--- src/rtl/lcd_fmt_pkg.sv ---
package lcd_fmt_pkg;
  typedef enum logic [1:0] {
    FMT_MONO4    = 2'd0,
    FMT_MONO8    = 2'd1,
    FMT_COLOR    = 2'd2,
    FMT_DIRECT16 = 2'd3
  } fmt_mode_e;

  localparam int unsigned COLOR_BITS = 3;

  function automatic int unsigned fmt_bpp(fmt_mode_e m, int unsigned pix_w);
    case (m)
      FMT_COLOR:    return COLOR_BITS;
      FMT_DIRECT16: return pix_w;
      default:      return 1;
    endcase
  endfunction

  function automatic int unsigned fmt_wlen(fmt_mode_e m, int unsigned out_w);
    case (m)
      FMT_MONO4:    return out_w / 2;
      FMT_DIRECT16: return 2 * out_w;
      default:      return out_w;
    endcase
  endfunction
endpackage

--- src/rtl/lcd_fmt_lane.sv ---
// MSB-first bit accumulator: pop shifts out the head word, push appends below
module lcd_fmt_lane #(
  parameter int unsigned ACC_W  = 32,
  parameter int unsigned IN_W   = 16,
  parameter int unsigned HEAD_W = 16,
  parameter int unsigned CNT_W  = $clog2(ACC_W + 1)
) (
  input  logic              clk_i,
  input  logic              rst_ni,
  input  logic              push_i,
  input  logic [IN_W-1:0]   pdata_i,
  input  logic [CNT_W-1:0]  bpp_i,
  input  logic              pop_i,
  input  logic [CNT_W-1:0]  wlen_i,
  output logic [HEAD_W-1:0] head_o,
  output logic [CNT_W-1:0]  cnt_o,
  output logic              room_o
);
  logic [ACC_W-1:0] acc_q, acc_d, acc_pop, mask, ext;
  logic [CNT_W-1:0] cnt_q, cnt_d, cnt_pop, shamt;

  always_comb begin
    acc_pop = pop_i ? (acc_q << wlen_i) : acc_q;
    cnt_pop = pop_i ? (cnt_q - wlen_i) : cnt_q;
    mask    = (ACC_W'(1) << bpp_i) - ACC_W'(1);
    ext     = ACC_W'(pdata_i) & mask;
    shamt   = CNT_W'(ACC_W) - cnt_pop - bpp_i;
    acc_d   = push_i ? (acc_pop | (ext << shamt)) : acc_pop;
    cnt_d   = push_i ? (cnt_pop + bpp_i) : cnt_pop;
  end

  always_ff @(posedge clk_i or negedge rst_ni) begin
    if (!rst_ni) begin
      acc_q <= '0;
      cnt_q <= '0;
    end else begin
      acc_q <= acc_d;
      cnt_q <= cnt_d;
    end
  end

  // room judged on the pre-pop count: a full lane accepts again one cycle after a pop
  assign room_o = ({1'b0, cnt_q} + {1'b0, bpp_i}) <= (CNT_W + 1)'(ACC_W);
  assign head_o = acc_q[ACC_W-1 -: HEAD_W];
  assign cnt_o  = cnt_q;
endmodule

--- src/rtl/lcd_fmt_out.sv ---
module lcd_fmt_out #(
  parameter int unsigned OUT_W = 8
) (
  input  logic             clk_i,
  input  logic             rst_ni,
  input  logic             req_i,
  input  logic             pop_i,
  input  logic [OUT_W-1:0] nxt_up_i,
  input  logic [OUT_W-1:0] nxt_lo_i,
  output logic [OUT_W-1:0] upper_o,
  output logic [OUT_W-1:0] lower_o,
  output logic             underflow_o
);
  always_ff @(posedge clk_i or negedge rst_ni) begin
    if (!rst_ni) begin
      upper_o     <= '0;
      lower_o     <= '0;
      underflow_o <= 1'b0;
    end else if (pop_i) begin
      upper_o <= nxt_up_i;
      lower_o <= nxt_lo_i;
    end else if (req_i) begin
      underflow_o <= 1'b1;
    end
  end
endmodule

--- src/rtl/lcd_pix_fmt.sv ---
module lcd_pix_fmt
  import lcd_fmt_pkg::*;
#(
  parameter int unsigned OUT_W = 8,
  parameter int unsigned ACC_W = 32
) (
  input  logic             clk_i,
  input  logic             rst_ni,
  input  logic [1:0]       mode_i,
  input  logic             dual_i,
  input  logic             pix_valid_i,
  output logic             pix_ready_o,
  input  logic [15:0]      pix_data_i,
  input  logic             pix_bot_i,
  input  logic             pix_req_i,
  output logic [OUT_W-1:0] upper_o,
  output logic [OUT_W-1:0] lower_o,
  output logic             underflow_o
);
  localparam int unsigned PIX_W = 2 * OUT_W;
  localparam int unsigned HALF  = OUT_W / 2;
  localparam int unsigned CNT_W = $clog2(ACC_W + 1);

  fmt_mode_e        mode;
  logic [CNT_W-1:0] bpp, wlen;
  logic             dual_eff, sel, accept, word_ok, pop_w;
  logic [1:0]       room, full, lane_push, lane_pop;
  logic [CNT_W-1:0] cnt [2];
  logic [PIX_W-1:0] head0;
  logic [OUT_W-1:0] head1;
  logic [OUT_W-1:0] nxt_up, nxt_lo;

  assign mode     = fmt_mode_e'(mode_i);
  assign bpp      = CNT_W'(fmt_bpp(mode, PIX_W));
  assign wlen     = CNT_W'(fmt_wlen(mode, OUT_W));
  assign dual_eff = dual_i && (mode != FMT_DIRECT16);
  assign sel      = dual_eff && pix_bot_i;
  assign pix_ready_o = room[sel];
  assign accept   = pix_valid_i && pix_ready_o;
  assign word_ok  = full[0] && (!dual_eff || full[1]);
  assign pop_w    = pix_req_i && word_ok;

  for (genvar g = 0; g < 2; g++) begin : g_lane
    assign lane_push[g] = accept && (sel == (g != 0));
    assign lane_pop[g]  = pop_w && ((g == 0) || dual_eff);
    assign full[g]      = cnt[g] >= wlen;
    if (g == 0) begin : g_top
      lcd_fmt_lane #(.ACC_W(ACC_W), .IN_W(16), .HEAD_W(PIX_W), .CNT_W(CNT_W)) u_lane (
        .clk_i, .rst_ni,
        .push_i(lane_push[g]), .pdata_i(pix_data_i), .bpp_i(bpp),
        .pop_i(lane_pop[g]), .wlen_i(wlen),
        .head_o(head0), .cnt_o(cnt[g]), .room_o(room[g])
      );
    end else begin : g_bot
      lcd_fmt_lane #(.ACC_W(ACC_W), .IN_W(16), .HEAD_W(OUT_W), .CNT_W(CNT_W)) u_lane (
        .clk_i, .rst_ni,
        .push_i(lane_push[g]), .pdata_i(pix_data_i), .bpp_i(bpp),
        .pop_i(lane_pop[g]), .wlen_i(wlen),
        .head_o(head1), .cnt_o(cnt[g]), .room_o(room[g])
      );
    end
  end

  always_comb begin
    nxt_up = head0[PIX_W-1 -: OUT_W];
    nxt_lo = '0;
    case (mode)
      FMT_MONO4: begin
        nxt_up = {{(OUT_W - HALF){1'b0}}, head0[PIX_W-1 -: HALF]};
        if (dual_eff) nxt_lo = {{(OUT_W - HALF){1'b0}}, head1[OUT_W-1 -: HALF]};
      end
      FMT_DIRECT16: nxt_lo = head0[OUT_W-1:0];
      default: if (dual_eff) nxt_lo = head1;
    endcase
  end

  lcd_fmt_out #(.OUT_W(OUT_W)) u_out (
    .clk_i, .rst_ni,
    .req_i(pix_req_i), .pop_i(pop_w),
    .nxt_up_i(nxt_up), .nxt_lo_i(nxt_lo),
    .upper_o, .lower_o, .underflow_o
  );
endmodule

--- config.mk ---
export PLATFORM = sky130hd
export DESIGN_NAME = lcd_pix_fmt
export DESIGN_NICKNAME = d
export VERILOG_FILES = /design/src/rtl/lcd_fmt_pkg.sv /design/src/rtl/lcd_fmt_lane.sv /design/src/rtl/lcd_fmt_out.sv /design/src/rtl/lcd_pix_fmt.sv
export SDC_FILE = /design/constraint.sdc
export NUM_CORES = 1
export LEC_CHECK = 0
export BUFFER_PORTS_ARGS = -buffer_cell sky130_fd_sc_hd__buf_2
export CAP_MARGIN = 20
export CORE_UTILIZATION = 55
export DETAILED_ROUTE_END_ITERATION = 8
export PLACE_DENSITY = 0.73
export SLEW_MARGIN = 10
export SYNTH_ARGS = -nofsm -noshare
export SYNTH_HDL_FRONTEND = slang
export SYNTH_SLANG_ARGS = --single-unit
export TNS_END_PERCENT = 100
--- constraint.sdc ---
create_clock -name clk_i -period 10.2 [get_ports clk_i]
set_input_delay 2.04 -clock clk_i [delete_from_list [all_inputs] [get_ports clk_i]]
set_output_delay 2.04 -clock clk_i [all_outputs]
set_load 0.1 [all_outputs]
==> insert_results.sql <==
INSERT INTO impl_metrics (metric_group, metric, value, unit) VALUES
('clock_network', 'max-clock-path-buffers', '2', ''),
('timing', 'fin_crit_sh', '0.7741', ''),
('clock_network', 'tritoncts.num_buffers', '9', ''),
('final_layout', 'antennaDiodeCount', '0', ''),
('clock_network', 'post_cts.repair.setup_buffers', '0', ''),
('timing', 'period_needed', '7896', 'ps'),
('floorplanning', 'die_height', '130.1', 'um'),
('timing', 'rsz0062_at_grt', 'false', ''),
('timing', 'setup_viol', '0', ''),
('critical_path', 'reg2reg_from', 'g_lane[1].g_bot.u_lane.cnt_o[4]$_DFF_PN0_', ''),
('yosys', 'ys.flop_type', 'sky130_fd_sc_hd__dfrtp_1', ''),
('global_route', 'grt_pass1_vias', '7882', ''),
('timing', 'final_hold_viol_count', '0', ''),
('yosys', 'synth_sequential_area_ratio', '0.2580', ''),
('outcome', 'run_status', 'completed', ''),
('drt', 'remaining_drc_errors', '0', ''),
('critical_path', 'worst_path_max_delay_cell', 'sky130_fd_sc_hd__a22o_1', ''),
('floorplanning', 'start_util', '0.5658', ''),
('clock_network', 'ctsResizeCount', '0', ''),
('drt', 'routed_wire_length_per_instance', '21.55', 'um'),
('placement', 'finalWeightedCongestion', '0.9419', ''),
('critical_path', 'worstSetupStartpointType', 'primary input', ''),
('global_route', 'grt_antenna_before_repair', '0', ''),
('clock_network', 'htree_num_levels', '3', ''),
('yosys', 'synth.top_cells.by_area', 'sky130_fd_sc_hd__dfrtp_1 26%, sky130_fd_sc_hd__mux2i_1 7.7%, sky130_fd_sc_hd__ha_1 4.9%', ''),
('timing', 'slew_violations', '0', ''),
('worst_hold_path', 'hold_start', 'u_out.underflow_o$_DFFE_PN0P_', ''),
('yosys', 'post_synthesis_cell_area', '9020', 'um^2'),
('drt', 'totalWireLength', '27750', 'um'),
('drt', 'viasPerCell', '6.888', ''),
('clock_network', 'clockRootBuffer', 'sky130_fd_sc_hd__clkbuf_16', ''),
('critical_path', 'critical_path.max_fanout', '52', ''),
('placement', 'portBuffers', '41', ''),
('global_route', 'grt_max_degree', '75', ''),
('drt', 'vias', '8872', ''),
('drt', 'first_pass_iters', '6', ''),
('drt', 'ant_nets', '0', ''),
('yosys', 'synth_commonest_cells', '108 x sky130_fd_sc_hd__nand2_1, 93 x sky130_fd_sc_hd__dfrtp_1, 93 x sky130_fd_sc_hd__nor2_1', ''),
('clock_network', 'numClockSinks', '93', ''),
('yosys', 'postSynthNetCount', '1148', ''),
('yosys', 'avgSynthCellArea', '8.329', 'um^2'),
('timing', 'maxClockFrequency', '0.1267', 'GHz'),
('yosys', 'netlist-cell-type-count', '82', ''),
('floorplanning', 'io_pins', '42', ''),
('clock_network', 'tritoncts', 'done', ''),
('global_route', 'globalRouteTotalUtil', '0.3371', ''),
('floorplanning', 'row_count', '46', ''),
('critical_path', 'reg2reg_depth', '12', ''),
('critical_path', 'cp_cell_sequence', 'buf_2 > ha_2 > buf_4 > inv_1 > buf_4 > ha_1 > inv_1 > fa_1 > nor4bb_1 > mux2i_1 > o211ai_1 > a22o_1 > mux2_2 > buf_2', ''),
('yosys', 'share_of_flip_flops_with_an_asynchronous_set_or_reset_after_synthesis', '1.000', ''),
('global_route', 'global_route_wire_length_before_repair', '43860', 'um'),
('floorplanning', 'die_w', '130.1', 'um'),
('critical_path', 'cpPeakStageDelay', '460', 'ps'),
('yosys', 'synth.ff_latch_count', '93', ''),
('global_route', 'total_congestion_overflow', '0', ''),
('critical_path', 'worstSetupStartpoint', 'mode_i[0]', ''),
('critical_path', 'cp-end-kind', 'primary output', ''),
('timing', 'slew_headroom', '0.3122', ''),
('yosys', 'area_share_of_the_largest_cell_type_after_synthesis', '0.2580', ''),
('final_layout', 'drive_gt1_frac', '0.1241', ''),
('critical_path', 'required', '8160', 'ps'),
('critical_path', 'arrival', '5860', 'ps'),
('job', 'cap_viol_max_count', '0', ''),
('clock_network', 'clock_pin_transition_on_the_worst_setup_and_hold_timing_paths', '80', 'ps'),
('timing', 'final.setup.tns', '0', 'ps'),
('timing', 'clock-skew-final', '12.17', 'ps'),
('clock_network', 'number_of_buffers_added_to_fix_hold_violations_after_cts', '0', ''),
('final_layout', 'areaGrowthSynthToFinish', '6.325', '%'),
('worst_hold_path', 'number_of_cells_on_the_worst_hold_path', '1', ''),
('yosys', 'synthesis.yosys.warnings', '0', ''),
('drt', 'drt_first_iter_violations', '1174', '');
[final cells by class]
class,count,area [um^2]
fill,1433,6352
multi-input combinational,866,6186
sequential,93,2327
timing repair buffer,61,370.4
tap,216,270.3
clock buffer,11,242.7
inverter,37,138.9
clock inverter,4,55.05
[flip-flops by register name (all words and copies together), names as in the netlist]
signal	cells
g_lane.g_bot.u_lane.acc_q	32
g_lane.g_bot.u_lane.cnt_o	6
g_lane.g_top.u_lane.acc_q	32
g_lane.g_top.u_lane.cnt_o	6
u_out.lower_o	8
u_out.underflow_o	1
u_out.upper_o	8
[cell families (layout without fill, tap and decap cells)]
| family | after synthesis | in the layout | share of synthesized area |
|---|---|---|---|
| fa+ha+maj | 41 | 41 | 0.06187 |
| flops | 93 | 93 | 0.2580 |
| buf+inv | 124 | 113 | 0.05826 |
| mux | 103 | 103 | 0.1278 |
| simple gates | 329 | 329 | 0.1806 |
| xor+xnor | 28 | 28 | 0.02885 |
| compound gates | 365 | 365 | 0.2846 |
[cells in the final DEF (no fill, tap or decap), types with 10 or more instances in the layout]
cell type / Yosys / routed
sky130_fd_sc_hd__dfrtp_1: 93 / 93
sky130_fd_sc_hd__nand2b_1: 14 / 14
sky130_fd_sc_hd__o31ai_1: 19 / 19
sky130_fd_sc_hd__a211oi_1: 24 / 24
sky130_fd_sc_hd__nor3_1: 13 / 13
sky130_fd_sc_hd__ha_1: 35 / 33
sky130_fd_sc_hd__o22ai_1: 28 / 28
sky130_fd_sc_hd__a21oi_1: 66 / 66
sky130_fd_sc_hd__mux2i_1: 69 / 69
sky130_fd_sc_hd__buf_4: 3 / 20
sky130_fd_sc_hd__nand3_1: 19 / 18
sky130_fd_sc_hd__inv_1: 35 / 35
sky130_fd_sc_hd__o22a_1: 10 / 10
sky130_fd_sc_hd__o211ai_1: 13 / 13
sky130_fd_sc_hd__nor2_1: 93 / 93
sky130_fd_sc_hd__buf_2: 15 / 40
sky130_fd_sc_hd__nor2b_1: 18 / 18
sky130_fd_sc_hd__xnor2_1: 19 / 19
sky130_fd_sc_hd__a22oi_1: 14 / 14
sky130_fd_sc_hd__a2bb2oi_1: 13 / 13
sky130_fd_sc_hd__nand2_1: 108 / 108
sky130_fd_sc_hd__mux2_2: 27 / 27
sky130_fd_sc_hd__o21ai_0: 58 / 58
sky130_fd_sc_hd__a31oi_1: 18 / 18
sky130_fd_sc_hd__and2_1: 10 / 10
sky130_fd_sc_hd__o221ai_1: 17 / 17
sky130_fd_sc_hd__and3_1: 11 / 11
[per-stage QoR]
| stage | instance area [um^2] | worst slack [ps] | std cells | util | hold slack (ps) |
|---|---|---|---|---|---|
| floorplan | 9020 | 2705 | 1083 | - | 469.9 |
| global placement | 9273 | 2313 | 1272 | 0.5816 | 447.5 |
| detailed placement | 9273 | 2050 | 1272 | 0.5816 | 460.6 |
| CTS | 9570 | 2398 | 1287 | 0.6003 | 479.4 |
| global route | 9590 | 2089 | 1288 | 0.6016 | 496.8 |
| finish | 9590 | 2304 | 1288 | 0.6016 | 475.8 |
[path summary, 6_finish.rpt]
kind                                                         endpoint  slack, ps
setup / recovery                                          pix_ready_o       2300
min in group asynchronous                u_out.upper_o[3]$_DFFE_PN0N_       1650
hold / removal                          u_out.underflow_o$_DFFE_PN0P_        480
hold reg to reg                         u_out.underflow_o$_DFFE_PN0P_        480
max in group asynchronous   g_lane[1].g_bot.u_lane.acc_q[4]$_DFF_PN0_       7400
setup reg to reg           g_lane[0].g_top.u_lane.acc_q[30]$_DFF_PN0_       5100
[worst max-delay path, delay by kind of cell]
family	cells	cell delay, ps
compound gates	2	590
fa+ha+maj	3	860
buf+inv	6	1500
mux	2	410
simple gates	1	430
[routing by layer]
| metal | part of all wire | track usage |
|---|---|---|
| met1 | 0.44 | 0.4877 |
| met5 | 0 | 0 |
| met4 | 0.016 | 0.08824 |
| met3 | 0.098 | 0.06724 |
| met2 | 0.44 | 0.5110 |
Power is not shown: default switching activity piles up to over one toggle a cycle in this logic, so the estimate is an artifact.
